--- config.mk ---
export PLATFORM = sky130hd
export DESIGN_NAME = lowpwr_tpg
export DESIGN_NICKNAME = d
export VERILOG_FILES = /design/src/rtl/lptpg_pkg.sv /design/src/rtl/lptpg_phase.sv /design/src/rtl/lptpg_split_reg.sv /design/src/rtl/lptpg_swap_net.sv /design/src/rtl/lowpwr_tpg.sv
export SDC_FILE = /design/constraint.sdc
export NUM_CORES = 1
export LEC_CHECK = 0
export ABC_AREA = 1
export ABC_CLOCK_PERIOD_IN_PS = 800
export BUFFER_PORTS_ARGS = -buffer_cell sky130_fd_sc_hd__buf_2
export CAP_MARGIN = 40
export CORE_AREA = 2 2 39 41
export CTS_CLUSTER_SIZE = 40
export DETAILED_ROUTE_END_ITERATION = 6
export DIE_AREA = 0 0 41 43
export RECOVER_POWER = 100
export SYNTH_ARGS = -nofsm -noshare
export SYNTH_HDL_FRONTEND = slang
export SYNTH_SLANG_ARGS = --single-unit
--- constraint.sdc ---
create_clock -name clk_i -period 0.8 [get_ports clk_i]
set_input_delay 0 -clock clk_i [delete_from_list [all_inputs] [get_ports clk_i]]
set_output_delay 0 -clock clk_i [all_outputs]
set_load 0.02 [all_outputs]
--- src/rtl/lptpg_pkg.sv ---
package lptpg_pkg;

   localparam int unsigned MAX_WIDTH = 16;

   // Maximal-length feedback masks for a left-shifting Fibonacci register
   function automatic logic [MAX_WIDTH-1:0] tap_mask(input int unsigned w);
      logic [MAX_WIDTH-1:0] m;
      m = '0;
      case (w)
         2:  m = 16'h0003;
         3:  m = 16'h0006;
         4:  m = 16'h000C;
         5:  m = 16'h0014;
         6:  m = 16'h0030;
         7:  m = 16'h0060;
         8:  m = 16'h00B8;
         9:  m = 16'h0110;
         10: m = 16'h0240;
         11: m = 16'h0500;
         12: m = 16'h0829;
         13: m = 16'h100D;
         14: m = 16'h2015;
         15: m = 16'h6000;
         16: m = 16'hD008;
         default: m = '0;
      endcase
      return m;
   endfunction

endpackage

--- src/rtl/lptpg_phase.sv ---
module lptpg_phase (
   input  logic clk_i,
   input  logic rst_ni,
   input  logic en_i,
   input  logic load_i,
   output logic phase_o,
   output logic step_a_o,
   output logic step_b_o,
   output logic valid_o
);

   logic phase_q;
   logic valid_q;
   logic advance;

   assign advance  = en_i & ~load_i;
   assign step_a_o = advance & ~phase_q;
   assign step_b_o = advance & phase_q;

   always_ff @(posedge clk_i or negedge rst_ni) begin
      if (!rst_ni) begin
         phase_q <= 1'b0;
         valid_q <= 1'b0;
      end else begin
         valid_q <= advance;
         if (load_i)
            phase_q <= 1'b0;
         else if (advance)
            phase_q <= ~phase_q;
      end
   end

   assign phase_o = phase_q;
   assign valid_o = valid_q;

endmodule

--- src/rtl/lptpg_split_reg.sv ---
module lptpg_split_reg #(
   parameter int unsigned          WIDTH   = 3,
   parameter logic [WIDTH-1:0]     TAPS    = 3'b110,
   parameter logic [WIDTH-1:0]     RST_VEC = 3'b001
) (
   input  logic             clk_i,
   input  logic             rst_ni,
   input  logic             load_i,
   input  logic [WIDTH-1:0] seed_i,
   input  logic             step_a_i,
   input  logic             step_b_i,
   output logic [WIDTH-1:0] state_o
);

   localparam int unsigned LO = WIDTH / 2;
   localparam int unsigned HI = WIDTH - LO;
   localparam logic [WIDTH-1:0] NONZERO = {{(WIDTH-1){1'b0}}, 1'b1};

   logic [LO-1:0]    lo_q;
   logic [HI-1:0]    hi_q;
   logic [HI-1:0]    pend_q;
   logic [WIDTH-1:0] cur;
   logic [WIDTH-1:0] nxt;
   logic [WIDTH-1:0] seed_fix;

   assign cur      = {hi_q, lo_q};
   assign nxt      = {cur[WIDTH-2:0], ^(cur & TAPS)};
   assign seed_fix = (seed_i == '0) ? NONZERO : seed_i;

   always_ff @(posedge clk_i or negedge rst_ni) begin
      if (!rst_ni) begin
         lo_q   <= RST_VEC[LO-1:0];
         hi_q   <= RST_VEC[WIDTH-1:LO];
         pend_q <= '0;
      end else if (load_i) begin
         lo_q   <= seed_fix[LO-1:0];
         hi_q   <= seed_fix[WIDTH-1:LO];
      end else if (step_a_i) begin
         lo_q   <= nxt[LO-1:0];
         pend_q <= nxt[WIDTH-1:LO];
      end else if (step_b_i) begin
         hi_q   <= pend_q;
      end
   end

   assign state_o = cur;

endmodule

--- src/rtl/lptpg_swap_net.sv ---
module lptpg_swap_net #(
   parameter int unsigned WIDTH = 3
) (
   input  logic [WIDTH-1:0] state_i,
   output logic [WIDTH-1:0] pattern_o
);

   localparam int unsigned LOWER = WIDTH - 1;
   localparam int unsigned NPAIR = LOWER / 2;

   logic sel;
   assign sel = state_i[WIDTH-1];
   assign pattern_o[WIDTH-1] = sel;

   for (genvar p = 0; p < NPAIR; p++) begin : g_pair
      assign pattern_o[2*p]   = sel ? state_i[2*p+1] : state_i[2*p];
      assign pattern_o[2*p+1] = sel ? state_i[2*p]   : state_i[2*p+1];
   end

   if (LOWER % 2 == 1) begin : g_odd
      assign pattern_o[LOWER-1] = state_i[LOWER-1];
   end

endmodule

--- src/rtl/lowpwr_tpg.sv ---
module lowpwr_tpg #(
   parameter int unsigned WIDTH    = 3,
   parameter int unsigned RST_SEED = 1
) (
   input  logic             clk_i,
   input  logic             rst_ni,
   input  logic             en_i,
   input  logic             load_i,
   input  logic [WIDTH-1:0] seed_i,
   output logic [WIDTH-1:0] pattern_o,
   output logic             valid_o
);

   import lptpg_pkg::*;

   localparam logic [MAX_WIDTH-1:0] TAPS_FULL = tap_mask(WIDTH);
   localparam logic [WIDTH-1:0]     TAPS      = TAPS_FULL[WIDTH-1:0];
   localparam logic [WIDTH-1:0]     RST_VEC   = WIDTH'(RST_SEED);

   if (WIDTH < 2 || WIDTH > MAX_WIDTH) begin : g_bad_width
      $error("lowpwr_tpg: WIDTH out of range");
   end
   if (RST_VEC == '0) begin : g_bad_seed
      $error("lowpwr_tpg: RST_SEED must be nonzero");
   end

   logic             phase_q;
   logic             step_a;
   logic             step_b;
   logic [WIDTH-1:0] state_q;

   lptpg_phase u_phase (
      .clk_i    (clk_i),
      .rst_ni   (rst_ni),
      .en_i     (en_i),
      .load_i   (load_i),
      .phase_o  (phase_q),
      .step_a_o (step_a),
      .step_b_o (step_b),
      .valid_o  (valid_o)
   );

   lptpg_split_reg #(
      .WIDTH   (WIDTH),
      .TAPS    (TAPS),
      .RST_VEC (RST_VEC)
   ) u_reg (
      .clk_i    (clk_i),
      .rst_ni   (rst_ni),
      .load_i   (load_i),
      .seed_i   (seed_i),
      .step_a_i (step_a),
      .step_b_i (step_b),
      .state_o  (state_q)
   );

   lptpg_swap_net #(
      .WIDTH (WIDTH)
   ) u_swap (
      .state_i   (state_q),
      .pattern_o (pattern_o)
   );

endmodule

# --- After elaboration in Yosys (flattened, before gate mapping) ---
# Cells that the tools add are included.
# Widths: inputs -> output; s select.
totals:
  reg_bits: 7
  wordCells: 28
  out_inout_bits: 4
  inputBits: 7
classes:
  reduce_logical: 7
  bitwise: 5
  mux: 10
  n_eq_ne: 1
op_table:
  columns: ["op", "n"]
  rows:
  - ["$mux 1", 6]
  - ["$mux 2", 3]
  - ["$reduce_bool 2->1", 3]
  - ["$reduce_and 2->1", 2]
  - ["$and 1x1->1", 3]
  - ["$logic_not 3->1", 1]
  - ["$mux 3", 1]
  - ["$reduce_xor 3->1", 1]
  - ["$ne 2x2->1 const B", 1]
  - ["$not 1->1", 2]

# --- Depth between registers and ports, before layout ---
depth:
  ltp_word: 6
  depth_mapped: 5
  depth_no_buf: 5

# --- Modules after synthesis ---
# A second synthesis with hierarchy kept.
hier_totals:
  cells_unflattened: 51
  area_unflattened_um2: 366.6
modules_own_cells:
  columns: ["mod", "instances", "area_each_um2", "cells_each"]
  rows:
  - ["lptpg_split_reg", 1, 244.0, 31]
  - ["lptpg_phase", 1, 88.8, 12]
  - ["lptpg_swap_net", 1, 33.8, 8]

# --- Least setup slack after synthesis ---
# No wires, ideal clock.
synth_path:
  kind: "reg2out"
  startpoint: "reg u_reg.lo_q"
  endpoint: "out pattern_o[1]"
  stages_incl_launch_ff: 3
  path_slack_ns: -0.234
  t_arrival_ns: 1.034
  required_time_ns: 0.800
  path_cell_list: "dfstp_2 > inv_1 > o21ai_0"
synth_between:
  elab_chain_cells: 1
synth_rtl:
  columns: ["element", "line", "rtl"]
  rows:
  - ["start, declared", "lptpg_split_reg.sv:19", "logic [LO-1:0] lo_q;"]
  - ["start signal, assigned", "lptpg_split_reg.sv:32", "lo_q <= RST_VEC[LO-1:0];"]
  - ["start signal, assigned", "lptpg_split_reg.sv:36", "lo_q <= seed_fix[LO-1:0];"]
  - ["start signal, assigned", "lptpg_split_reg.sv:39", "lo_q <= nxt[LO-1:0];"]
  - ["$mux 1", "lptpg_swap_net.sv:17", "assign pattern_o[2*p+1] = sel ? state_i[2*p] : state_i[2*p+1];"]
  - ["end, declared", "lowpwr_tpg.sv:10", "output logic [WIDTH-1:0] pattern_o,"]
# Every way passes these cells.

# --- Worst setup path in the final report ---
# Same ends and word-level chain as after synthesis.

==> results.txt <==
sky130_fd_sc_hd__nand2_1 is the most common cell in the netlist. Hold is met by 0.0304 ns. The reported leakage power is 0.276 nW.

The sum of routed wire length over all layers is 847 microns. The routed wire length per instance came out at 10.6 microns. The final global-route overflow total is 0. The hold-critical path endpoint is u_phase.valid_o$_DFF_PN0_. The cell family contributing the most delay on the critical path is flip-flops. Of all nets on the critical path, the largest fanout is 3. The final antenna-violating net count came out at 0. The class of the tightest hold or removal check is in2reg. The worst hold path begins at load_i.

The number of max-slew violations in the final report is 0. In this run the tool buffered the top-level ports with 10 buffer cells. By count the netlist is led by sky130_fd_sc_hd__nand2_1 (17), sky130_fd_sc_hd__inv_1 (7), sky130_fd_sc_hd__dfrtp_1 (6).

Summing over every cut layer, the via total after detailed routing is 336. The root buffer cell is sky130_fd_sc_hd__clkbuf_4. The synthesized design spends more area on one cell type than any other, namely sky130_fd_sc_hd__dfrtp_1. The smallest clock period supported by the final layout is computed as 1.09 ns. The pin count of the biggest net entering global routing is 8. The die is 43 microns tall. The origin of the critical flop-to-flop path is u_phase.phase_o$_DFFE_PN0P_.

The summed area of non-filler cells in the final layout is 523 sq um. The flow ran to the end, but the final reports show violations. The highest clock rate came out at 919 MHz. Walking the worst path, the cells encountered are inv_1 > o21ai_2 > buf_4. The clock sink total is 7. The combined buffer and inverter count along the critical path came out at 2. The initial antenna violation count came out at 0.

The clock passes through at most 2 buffers. The clock tree skew after final layout came out at 0.00820 ns. During I/O placement, the number of pins put on the boundary was 11. The count of flip-flops with a built-in enable after synthesis came out at 0.

TritonCTS built the clock tree. The number of remaining DRC errors is 0. The number of endpoints with negative hold slack in the final report came out at 0. Synthesis produced a netlist whose cell count is 46. The endpoint of the lowest-slack register-to-register path is u_reg.lo_q$_DFFE_PN1P_.

Once the floorplan was initialized, standard cells occupied 25.2% of the core. The number of cells on the worst reg-to-reg path came out at 5. The checks that failed: negative setup slack.

The cell area that synthesis handed to floorplanning was 349 sq um. Setup repair after global routing could not meet its margin everywhere. The number of warnings printed during yosys synthesis came out at 0. The source-to-sink clock delay at the later pin of the worst-skew pair came out at 0.25 ns. CTS built an H-tree with a depth of 1. The instance area at placement came out at 430 sq um.

The least setup slack across all paths after layout is -0.288 ns. For flop-to-flop paths, the worst setup slack is -0.09 ns. In this run the power density over the cells is 2100 nW/um^2. The first-pass detailed-route iteration total is 2. The most used flip-flop cell after synthesis is sky130_fd_sc_hd__dfrtp_1. The register bit total from synthesis is 7. The standard-cell row count is 14.

Routability-driven placement finished with a final weighted congestion of 0.792. The die covers 1760 sq um. The wire-length estimate of the detail-placed layout is 593 microns. The placeable core region came out at 1380 sq um. The largest individual stage delay along the critical path comes from the cell sky130_fd_sc_hd__dfstp_2. The worst setup path is captured at a primary output. The slew of the pin with the lowest slew margin came out at 0.407 ns. The total number of nets in the final design is 72. The fraction of final layout cells sized beyond drive strength 1 is 43.8%. Yosys attributes the largest share of cell area to sky130_fd_sc_hd__dfrtp_1 (43%), sky130_fd_sc_hd__nand2_1 (18%), sky130_fd_sc_hd__dfstp_2 (7.5%).

The area growth from synthesis to layout is 49.8%. After detailed placement, the design holds a cell count of 73. Max-cap violations in this run came to 0.

The layout filler cell count came out at 157. The post-synth net total is 53. The fraction of registers with async set or reset after synthesis is 100%. The global router's overall resource usage is 12.0%.

The largest incremental delay on the critical path came out at 0.54 ns. The clock slew seen by the registers of the worst setup and hold paths is 0.06 ns. Averaged over all synthesized cells, the footprint is 7.59 sq um. The relative slew slack is 72.9%. The number of diodes came out at 0. The setup path with the least slack is of type reg2out. The share of the synthesized area in the top cell type is 43.0%.

The die is 41 microns wide. The number of distinct library cells after synthesis came out at 13. The filler-free cell count of the finished design came out at 80.

The share of the clock period used by the worst path came out at 136%. The first global-routing pass estimated 1290 microns of wire. Setup violations remaining at the end of the flow were counted as 9. The total CTS buffers is 3. The number of global-route vias before repair is 292.

The post-route setup TNS came out at -1.05 ns. The initial DRC count came out at 1. The via-per-instance ratio came out at 4.20. Data arrives at the worst endpoint at 1.09 ns. Along the worst hold path, the cell count comes to 2. Sequential elements use 50.5% of the synthesized area. The worst endpoint required time came out at 0.80 ns. STA classifies the critical path startpoint as a flop. The largest vdd supply drop is 952 uV.
## stage by stage
stage / worst slack [ns] / util (%) / power [mW]
floorplan: 0.00339 / - / 0.604
global placement: -0.0735 / 31.1 / 0.692
detailed placement: -0.0810 / 31.1 / 0.697
CTS: -0.301 / 36.2 / 1.07
global route: -0.341 / 37.8 / 1.17
finish: -0.288 / 37.8 / 1.10
## cells by family (layout without fill, tap and decap cells)
family	count (synthesis)	in the layout	share of synthesized area [%]
flops	7	7	50.5
compound gates	6	6	10.4
simple gates	24	24	28.3
buf+inv	9	27	10.8
## power by group
part / total (mW) / switching [mW] / internal (mW)
clock network: 0.320 / 0.137 / 0.183
registers: 0.452 / 0.0438 / 0.408
logic: 0.324 / 0.171 / 0.153
total: 1.10 / 0.352 / 0.744
## metal layers
layer  share of wire [%]  vias up  global-route usage, %
li1                    -      175                      -
met1                  44      151                   15.3
met2                  47        8                   14.7
met3                 5.8        2                   5.24
met4                 2.4        0                   10.0
met5                   0        -                      0
## flip-flops by register name, indices dropped and copies added, names as in the netlist
| register | flops |
|---|---|
| u_phase.valid_o | 1 |
| u_phase.phase_o | 1 |
| u_reg.hi_q | 2 |
| u_reg.lo_q | 1 |
| u_reg.pend_q | 2 |
## worst max-delay path by stage
stage,depth (start not counted),slack [ns],startpoint,to
after detailed placement,5,-0.08,u_phase.phase_o$_DFFE_PN0P_,u_reg.lo_q$_DFFE_PN1P_
after CTS,3,-0.30,u_reg.lo_q$_DFFE_PN1P_,pattern_o[1]
after global routing,3,-0.34,u_reg.lo_q$_DFFE_PN1P_,pattern_o[1]
after global placement,5,-0.07,u_reg.hi_q[1]$_DFFE_PN0P_,u_reg.lo_q$_DFFE_PN1P_
final,3,-0.29,u_reg.lo_q$_DFFE_PN1P_,pattern_o[1]
after floorplan,4,0.003,u_phase.phase_o$_DFFE_PN0P_,u_reg.pend_q[0]$_DFFE_PN0P_
## timing repair
| action | in CTS | in global routing |
|---|---|---|
| buffers inserted | 0 | 1 |
| cloned | 0 | 0 |
| gates resized for setup | 9 | 7 |
| endpoints found under the hold margin | 8 | 0 |
| hold buffers | 2 | 0 |
| pin swaps | 1 | 3 |
| setup endpoints to repair | 8 | 9 |
## layout by cell type (no fill, tap or decap)
master	synthesis	routed
sky130_fd_sc_hd__clkbuf_1	0	2
sky130_fd_sc_hd__dfstp_2	1	1
sky130_fd_sc_hd__inv_1	7	4
sky130_fd_sc_hd__nand2_2	0	3
sky130_fd_sc_hd__clkinv_2	0	1
sky130_fd_sc_hd__buf_6	0	3
sky130_fd_sc_hd__o21ai_0	3	1
sky130_fd_sc_hd__nor2_1	4	3
sky130_fd_sc_hd__buf_2	0	5
sky130_fd_sc_hd__nand3_4	0	1
sky130_fd_sc_hd__o21a_1	1	1
sky130_fd_sc_hd__dfrtp_1	6	6
sky130_fd_sc_hd__clkbuf_4	0	3
sky130_fd_sc_hd__dlygate4sd3_1	0	2
sky130_fd_sc_hd__o21ai_2	0	1
sky130_fd_sc_hd__o21ai_1	0	1
sky130_fd_sc_hd__nand3_1	2	2
sky130_fd_sc_hd__nand2_1	17	14
sky130_fd_sc_hd__a21oi_2	1	2
sky130_fd_sc_hd__buf_4	1	3
sky130_fd_sc_hd__inv_2	1	4
sky130_fd_sc_hd__nor2_2	0	1
## layout make-up
| cell class | count | area, sq um | share of cell area (%) |
|---|---|---|---|
| Clock buffer | 3 | 22.5 | 4.31 |
| Tap cell | 16 | 20.0 | 3.83 |
| Timing Repair Buffer | 15 | 109 | 20.8 |
| Clock inverter | 1 | 5.00 | 0.957 |
| Inverter | 8 | 30.0 | 5.74 |
| Multi-Input combinational cell | 30 | 160 | 30.6 |
| Sequential cell | 7 | 176 | 33.7 |
No activity file was read; power rests on OpenSTA's default activity.
